$ cat config.mk
export PLATFORM = sky130hd
export DESIGN_NAME = atomic_rmw_unit
export DESIGN_NICKNAME = d
export VERILOG_FILES = /design/src/rtl/atom_pkg.sv /design/src/rtl/atom_store.sv /design/src/rtl/atom_alu.sv /design/src/rtl/atom_ctrl.sv /design/src/rtl/atomic_rmw_unit.sv
export SDC_FILE = /design/constraint.sdc
export NUM_CORES = 2
export LEC_CHECK = 0
export BUFFER_PORTS_ARGS = -buffer_cell sky130_fd_sc_hd__buf_4
export CAP_MARGIN = 40
export CORE_ASPECT_RATIO = 0.5
export CORE_MARGIN = 2
export CORE_UTILIZATION = 40
export CTS_CLUSTER_DIAMETER = 150
export CTS_CLUSTER_SIZE = 40
export DETAILED_ROUTE_END_ITERATION = 16
export SETUP_SLACK_MARGIN = 0.5
export SLEW_MARGIN = 20
export SYNTH_ARGS = -nofsm -noshare
export SYNTH_HDL_FRONTEND = slang
export SYNTH_SLANG_ARGS = --single-unit
$ cat constraint.sdc
create_clock -name clk -period 6.8 [get_ports clk]
set_input_delay 0.34 -clock clk [delete_from_list [all_inputs] [get_ports clk]]
set_output_delay 0.34 -clock clk [all_outputs]
set_load 0.03 [all_outputs]
$ cat src/rtl/atom_pkg.sv
package atom_pkg;

    localparam int unsigned ATOM_W     = 32;
    localparam int unsigned ATOM_DEPTH = 64;
    localparam int unsigned ATOM_AW    = $clog2(ATOM_DEPTH);
    localparam int unsigned ATOM_OP_W  = 4;

    typedef enum logic [ATOM_OP_W-1:0] {
        OP_ADD  = 4'd0,
        OP_XCHG = 4'd1,
        OP_CAS  = 4'd2,
        OP_AND  = 4'd3,
        OP_OR   = 4'd4,
        OP_XOR  = 4'd5,
        OP_UMIN = 4'd6,
        OP_UMAX = 4'd7,
        OP_SMIN = 4'd8,
        OP_SMAX = 4'd9
    } atom_op_e;

    typedef enum logic [1:0] {
        ST_IDLE  = 2'd0,
        ST_READ  = 2'd1,
        ST_WRITE = 2'd2,
        ST_RESP  = 2'd3
    } atom_state_e;

    typedef struct packed {
        logic [ATOM_OP_W-1:0] op;
        logic [ATOM_AW-1:0]   addr;
        logic [ATOM_W-1:0]    src;
        logic [ATOM_W-1:0]    cmp;
    } atom_req_t;

    function automatic logic atom_op_known(input logic [ATOM_OP_W-1:0] op);
        return op <= OP_SMAX;
    endfunction

endpackage

$ cat src/rtl/atom_store.sv
module atom_store #(
    parameter int unsigned W     = 32,
    parameter int unsigned DEPTH = 64,
    localparam int unsigned AW   = $clog2(DEPTH)
) (
    input  logic          clk,
    input  logic          rst,
    input  logic [AW-1:0] rd_addr,
    output logic [W-1:0]  rd_data,
    input  logic          wr_en,
    input  logic [AW-1:0] wr_addr,
    input  logic [W-1:0]  wr_data
);

    logic [W-1:0] words [DEPTH];

    always_ff @(posedge clk) begin
        if (rst) begin
            for (int i = 0; i < DEPTH; i++) begin
                words[i] <= '0;
            end
        end else if (wr_en) begin
            words[wr_addr] <= wr_data;
        end
    end

    assign rd_data = words[rd_addr];

endmodule

$ cat src/rtl/atom_alu.sv
module atom_alu
    import atom_pkg::*;
#(
    parameter int unsigned W = 32
) (
    input  logic [ATOM_OP_W-1:0] op,
    input  logic [W-1:0]         old_val,
    input  logic [W-1:0]         src,
    input  logic [W-1:0]         cmp,
    output logic [W-1:0]         new_val
);

    logic          u_lt;
    logic          s_lt;
    logic [W-1:0]  sum;

    assign sum  = old_val + src;
    assign u_lt = old_val < src;
    assign s_lt = $signed(old_val) < $signed(src);

    always_comb begin
        new_val = old_val;
        if (atom_op_known(op)) begin
            unique case (atom_op_e'(op))
                OP_ADD:  new_val = sum;
                OP_XCHG: new_val = src;
                OP_CAS:  new_val = (old_val == cmp) ? src : old_val;
                OP_AND:  new_val = old_val & src;
                OP_OR:   new_val = old_val | src;
                OP_XOR:  new_val = old_val ^ src;
                OP_UMIN: new_val = u_lt ? old_val : src;
                OP_UMAX: new_val = u_lt ? src : old_val;
                OP_SMIN: new_val = s_lt ? old_val : src;
                OP_SMAX: new_val = s_lt ? src : old_val;
                default: new_val = old_val;
            endcase
        end
    end

endmodule

$ cat src/rtl/atom_ctrl.sv
module atom_ctrl
    import atom_pkg::*;
#(
    parameter int unsigned W     = 32,
    parameter int unsigned DEPTH = 64,
    localparam int unsigned AW   = $clog2(DEPTH)
) (
    input  logic           clk,
    input  logic           rst,
    input  logic           req_fire,
    input  atom_req_t      req_in,
    input  logic           rsp_ready,
    output atom_state_e    state,
    output atom_req_t      req_q,
    output logic [W-1:0]   old_q,
    input  logic [W-1:0]   rd_data,
    output logic           wr_en
);

    atom_state_e state_n;

    always_comb begin
        state_n = state;
        unique case (state)
            ST_IDLE:  if (req_fire)  state_n = ST_READ;
            ST_READ:                 state_n = ST_WRITE;
            ST_WRITE:                state_n = ST_RESP;
            ST_RESP:  if (rsp_ready) state_n = ST_IDLE;
            default:                 state_n = ST_IDLE;
        endcase
    end

    always_ff @(posedge clk) begin
        if (rst) begin
            state <= ST_IDLE;
            req_q <= '0;
            old_q <= '0;
        end else begin
            state <= state_n;
            if (req_fire) begin
                req_q <= req_in;
            end
            if (state == ST_READ) begin
                old_q <= rd_data;
            end
        end
    end

    assign wr_en = (state == ST_WRITE);

endmodule

$ cat src/rtl/atomic_rmw_unit.sv
module atomic_rmw_unit
    import atom_pkg::*;
(
    input  logic                 clk,
    input  logic                 rst,
    input  logic                 req_valid,
    output logic                 req_ready,
    input  logic [ATOM_OP_W-1:0] req_op,
    input  logic [ATOM_AW-1:0]   req_addr,
    input  logic [ATOM_W-1:0]    req_src,
    input  logic [ATOM_W-1:0]    req_cmp,
    output logic                 rsp_valid,
    input  logic                 rsp_ready,
    output logic [ATOM_W-1:0]    rsp_data
);

    atom_state_e         state;
    atom_req_t           req_in;
    atom_req_t           req_q;
    logic [ATOM_W-1:0]   old_q;
    logic [ATOM_W-1:0]   rd_data;
    logic [ATOM_W-1:0]   new_val;
    logic                wr_en;
    logic                req_fire;

    assign req_in    = '{op: req_op, addr: req_addr, src: req_src, cmp: req_cmp};
    assign req_ready = (state == ST_IDLE);
    assign req_fire  = req_valid && req_ready;

    atom_ctrl #(.W(ATOM_W), .DEPTH(ATOM_DEPTH)) u_ctrl (
        .clk       (clk),
        .rst       (rst),
        .req_fire  (req_fire),
        .req_in    (req_in),
        .rsp_ready (rsp_ready),
        .state     (state),
        .req_q     (req_q),
        .old_q     (old_q),
        .rd_data   (rd_data),
        .wr_en     (wr_en)
    );

    atom_store #(.W(ATOM_W), .DEPTH(ATOM_DEPTH)) u_store (
        .clk     (clk),
        .rst     (rst),
        .rd_addr (req_q.addr),
        .rd_data (rd_data),
        .wr_en   (wr_en),
        .wr_addr (req_q.addr),
        .wr_data (new_val)
    );

    atom_alu #(.W(ATOM_W)) u_alu (
        .op      (req_q.op),
        .old_val (old_q),
        .src     (req_q.src),
        .cmp     (req_q.cmp),
        .new_val (new_val)
    );

    assign rsp_valid = (state == ST_RESP);
    assign rsp_data  = old_q;

endmodule

== Yosys cells after proc, flatten, opt, wreduce, memory -nomap -nowiden ==
Memory sizes are Yosys's and may differ from the RTL's. A register that Yosys moved wholly into a read port is not among the register bits.
Cells that the tools add are included.
Operators by class
  order comparisons: 3
  shift operators: 0
  div/mod/pow operators: 0
  multipliers: 0
  equality and inequality tests: 15
  multiplexer cells: 18
  reductions and logical operators: 5
  $add $sub $neg: 1
  bitwise logic cells: 3
Operators by type and width (count)
  case mux 32 bit (10 select lines): 1
  two-way mux 32 bit: 7
  < comparator 32 bit: 2
  adder 32 bit: 1
  bitwise AND 32 bit: 1
  equality test 32 bit: 1
  bitwise OR 32 bit: 1
  OR reduction 32 bit: 1
  bitwise XOR 32 bit: 1
  equality test 4 x 3 -> 1 bit (second input constant): 4
  equality test 4 x 2 -> 1 bit (second input constant): 2
  equality test 4 bit (second input constant): 2
  case mux 2 bit (4 select lines): 1
  two-way mux 1 bit: 6
  two-way mux 6 bit: 1
  equality test 2 bit (second input constant): 2
  equality test 4 x 1 -> 1 bit (second input constant): 1
  <= comparator 4 bit (second input constant): 1
  logical NOT 4 bit: 1
  two-way mux 2 bit: 2
  != test 2 x 1 -> 1 bit (second input constant): 2
  equality test 2 x 1 -> 1 bit (second input constant): 1
  logical NOT 2 bit: 1
  AND reduction 2 bit: 1
  logical AND 1 bit: 1
Storage, ports and cells
  input bits: 78
  bits in writable memories: 2048
  register bits: 76
  output and inout port bits: 34
  memories: 1
  word-level logic and storage cells: 51
  bits in latches: 0
  memory bits (read-only): 0
Memory list
  u_store.words: depth 64, bits a word 32, rd ports 1, clocked after Yosys merged registers in 1, write ports 64, RTL line atom_store.sv:15  | logic [W-1:0] words [DEPTH];

== Depth between registers and ports, before layout ==
  word-level depth: 6
  mapped depth: 16
  gate-level depth less buffers: 12

== Modules after synthesis ==
From an unflattened synthesis, not the netlist that was laid out.
Second synthesis, totals
  cells, all modules: 6944
  area total of the unflattened synthesis: 101361.0 um2
By module, submodules not included
  atom_store: times used 1, cells an instance 5851, area an instance 92289.8 um2, sequential area each 61499.0 um2
  atom_alu: times used 1, cells an instance 731, area an instance 5141.2 um2, sequential area each 0.0 um2
  atom_ctrl: times used 1, cells an instance 359, area an instance 3907.5 um2, sequential area each 2162.1 um2
  atomic_rmw_unit: times used 1, cells an instance 3, area an instance 22.5 um2, sequential area each 0.0 um2

== Worst setup path before layout ==
Ideal clock, no wire load.
  kind: reg2reg
  from: register u_ctrl.old_q[31] (read register of u_store.words)
  to: memory u_store.words[0][22], data pin
  data required time: 6.536 ns
  slack: 2.689 ns
  setup time: 0.264 ns
  arrival time: 3.847 ns
  cell stages (with the launch flop): 16
  path buffers: 4
  period minus slack after synthesis: 4.111 ns
  path through: dfxtp_1 > clkbuf_1 > inv_1 > ha_1 > buf_2 > nor4_2 > nand4_1 > a21oi_1 > or4_4 > nor2_8 > mux2i_1 > or3b_1 > buf_6 > a2111oi_4 > buf_6 > nor2_2
RTL lines
  start: declaration: RTL line atom_ctrl.sv:15  | output logic [W-1:0] old_q,
  end: declaration: RTL line atom_store.sv:15

==> impl_metrics.json <==
{
  "finalSetupViolCount": 0,
  "ir_drop_mv": 0.495,
  "clock.fmax_mhz": 180,
  "finClkSkew_ns": 0.0411,
  "comb_power_share": 0.421,
  "antenna_left": 0,
  "postCtsSetupBuffers": 0,
  "leakagePower_nw": 32.4,
  "grt_pass1_wl_um": 479000,
  "gp_congestion": 0.958,
  "synthSimpleGateAreaFrac": 0.126,
  "seq_power_share": 0.425,
  "finalHoldViolations": 0,
  "die-area_sq_um": 237000,
  "min_from": "rst",
  "hp-class": "input pin to flip-flop",
  "viasPerCell": 6.35,
  "synthCells": 7673,
  "core-area_sq_um": 232000,
  "cts_buffers": 60,
  "synth_seq_cells": 2156,
  "utilization": 0.439,
  "switching_share": 0.447,
  "grt-ovfl-total": 0,
  "io_pins": 112,
  "syn-mean-instance-area_sq_um": 12.1,
  "dr.first_iter.drc_count": 11600,
  "slew_violations": 0,
  "cap_violations": 0,
  "track_usage": 0.281,
  "synth_area_sq_um": 93000,
  "totalPowerFinal_mw": 36.7,
  "tightest_slew_ns": 0.977,
  "area_growth_syn_to_layout_pct": 9.32,
  "synth-warning-count": 0,
  "ys_seq_area_frac": 0.685,
  "relSlewSlack": 0.346,
  "cts_resized": 0,
  "crit_required_ns": 7.36,
  "synth_fa_ha_area_frac": 0.0137,
  "period_share": 0.818,
  "drt-pass1-iter-count": 8,
  "pwr-share-clk": 0.154,
  "final_nets": 7691,
  "whs_path_depth": 3,
  "design_area_sq_um": 102000,
  "powerDensity_nw_per_um2": 361,
  "tns_ns": 0,
  "synth.distinct_cells": 81,
  "post-place-ws_ns": 1.50,
  "r2r_cells": 13,
  "whs_ns": 0.265,
  "cts_max_level": 2,
  "root_buffer": "clkbuf_16",
  "grt_pass1_vias": 61500,
  "rows": 125,
  "path_clk_slew_ns": 0.15,
  "outcome": "complete, no violations",
  "clk_latency_ns": 0.83,
  "port_buffers": 111,
  "synth_xor_area_frac": 0.00424,
  "power.switching_mw": 16.4,
  "crit_fanout": 39,
  "syn_nets": 7852,
  "cts_sinks": 2156,
  "die_w_um": 686,
  "cp-start-kind": "flip-flop",
  "synth_top_family_by_area": "compound AO/OA/AOI/OAI gates",
  "cp-end-kind": "flip-flop",
  "cts_tree": "done",
  "path_class": "flip-flop to flip-flop",
  "wire_per_inst_um": 32.4,
  "synth_ff_type": "edfxtp_1",
  "hpwl_um": 207000,
  "vias": 67700,
  "synth_edf_count": 2048,
  "dieHeight_um": 345,
  "p_int_mw": 20.3,
  "dpl_cell_area_sq_um": 99000,
  "finalWirelength_um": 345000,
  "antenna_found_initial": 12,
  "instances_no_fill": 10600,
  "period_needed_ns": 5.56,
  "worstHoldEndpoint": "u_ctrl.old_q[24]$_SDFFE_PP0N_",
  "drive_gt1_frac": 0.0971,
  "synth_area_leaders": "edfxtp_1 (66%), nor2_1 (8.0%), a22oi_1 (7.0%)",
  "fillers": 20900,
  "place_inst": 10500,
  "yosysTopAreaCellShare": 0.661,
  "critPathArrivalTime_ns": 6.12,
  "synth_compound_area_frac": 0.135,
  "synthMuxAreaShare": 0.000767,
  "multi_input_area_sq_um": 26600,
  "yosys.area.top_type": "edfxtp_1",
  "clockBufferDepth": 3,
  "holdBufCountCts": 78,
  "r2r-end": "u_store.words[39][27]$_SDFFCE_PN0P_",
  "drc": 0,
  "worst_slack_ns": 1.24,
  "seq_area_sq_um": 63700,
  "grt_max_degree": 79,
  "crit-reg2reg-launch": "u_ctrl.old_q[4]$_SDFFE_PP0N_",
  "rsz0062_at_grt": "false",
  "synthArstFlopShare": 0,
  "start_util": 0.401,
  "reg2reg_setup_slack_ns": 1.24
}
per-layer routing:
layer	global-route usage	vias up	routed length, um
met5	0	-	75
met4	0.0986	12	13700
met3	0.0742	599	49400
met2	0.420	4949	149000
met1	0.397	34200	133000
li1	-	27900	-
area by class of cell:
type / instances / share of cell area
sequential: 2156 / 0.626
multi-input combinational: 4663 / 0.261
timing repair buffer: 547 / 0.0542
tap: 3111 / 0.0383
clock buffer: 83 / 0.0158
inverter: 84 / 0.00310
clock inverter: 3 / 0.000788
antenna: 1 / 0.0000246
critical path, stage by stage, from the launching register on:
cell and delay, ns:
dfxtp_1 0.82, inv_1 0.10, ha_1 0.42, and3_1 0.20, a211o_1 0.35, o311ai_0 0.63
a31oi_1 0.42, a31oi_1 0.36, o21ba_2 0.18, or3_1 0.10, o211ai_1 0.22, nand2_2 0.63
buf_4 0.58, a21oi_1 0.15
cells in the mapped netlist (all sizes together) (41+ instances only):
library cell  number
a221oi           101
nor3              63
xnor2             41
nand2            291
nand2b            73
nor2            2048
o211ai            48
a22oi            873
buf              130
a22o              87
ha               100
a21oi            235
clkbuf           640
dfxtp            108
nand4            194
inv               84
edfxtp          2048
o21ai            143
state kept, by name, indices dropped and copies added, names as in the netlist:
signal and cells:
u_ctrl.req_q 74, u_store.words 2048, u_ctrl.state 2, u_ctrl.old_q 32
kinds of logic after synthesis:
group / after synthesis
AO/OA/AOI/OAI: 1728
XOR/XNOR: 45
adder cells (fa/ha/maj): 101
buffers and inverters: 854
flip-flops: 2156
multiplexers: 7
AND/OR/NAND/NOR: 2782
power by group through the flow:
stage | clock network [mW] | registers, mW | logic (mW)
after CTS | 5.62 | 15.6 | 14.7
final | 5.66 | 15.6 | 15.4
after detailed placement | 0 | 15.9 | 14.6
after global placement | 0 | 15.9 | 14.0
after floorplan | 0 | 15.9 | 7.18
after global routing | 5.99 | 15.6 | 15.7
how the worst max path moves through the flow:
stage                                   from                                  end  slack (ns)
5_1_grt         u_ctrl.old_q[4]$_SDFFE_PP0N_  u_store.words[34][27]$_SDFFCE_PN0P_        1.18
3_5_place_dp    u_ctrl.old_q[4]$_SDFFE_PP0N_  u_store.words[54][27]$_SDFFCE_PN0P_        1.50
4_1_cts         u_ctrl.old_q[4]$_SDFFE_PP0N_  u_store.words[54][27]$_SDFFCE_PN0P_        1.48
2_1_floorplan  u_ctrl.old_q[31]$_SDFFE_PP0N_   u_store.words[0][22]$_SDFFCE_PN0P_        2.69
3_3_place_gp   u_ctrl.old_q[10]$_SDFFE_PP0N_  u_store.words[40][10]$_SDFFCE_PN0P_        1.36
6_report        u_ctrl.old_q[4]$_SDFFE_PP0N_  u_store.words[39][27]$_SDFFCE_PN0P_        1.24
cell usage in the layout (no fill, tap or decap), types with 22 or more instances in the layout:
| cell type | netlist | routed |
|---|---|---|
| a22oi_1 | 870 | 869 |
| nand2_1 | 291 | 289 |
| a311oi_1 | 28 | 27 |
| edfxtp_1 | 2048 | 2048 |
| nand4_1 | 194 | 194 |
| o21ai_0 | 131 | 128 |
| a22o_1 | 87 | 87 |
| nor2_2 | 60 | 62 |
| nor2_1 | 1987 | 1983 |
| clkbuf_1 | 640 | 22 |
| buf_4 | 2 | 371 |
| ha_1 | 100 | 99 |
| dfxtp_1 | 108 | 105 |
| a21oi_1 | 235 | 235 |
| a221oi_1 | 95 | 95 |
| nor3_1 | 63 | 61 |
| clkbuf_16 | 0 | 61 |
| and4_1 | 31 | 31 |
| inv_1 | 82 | 82 |
| xnor2_1 | 41 | 41 |
| dlygate4sd3_1 | 0 | 78 |
| a31oi_1 | 29 | 29 |
| o211ai_1 | 48 | 48 |
| o22ai_1 | 23 | 23 |
| buf_16 | 0 | 32 |
| a41oi_1 | 25 | 25 |
| buf_12 | 0 | 47 |
| nand2b_2 | 0 | 57 |
Power figures use the tool's default switching activity.
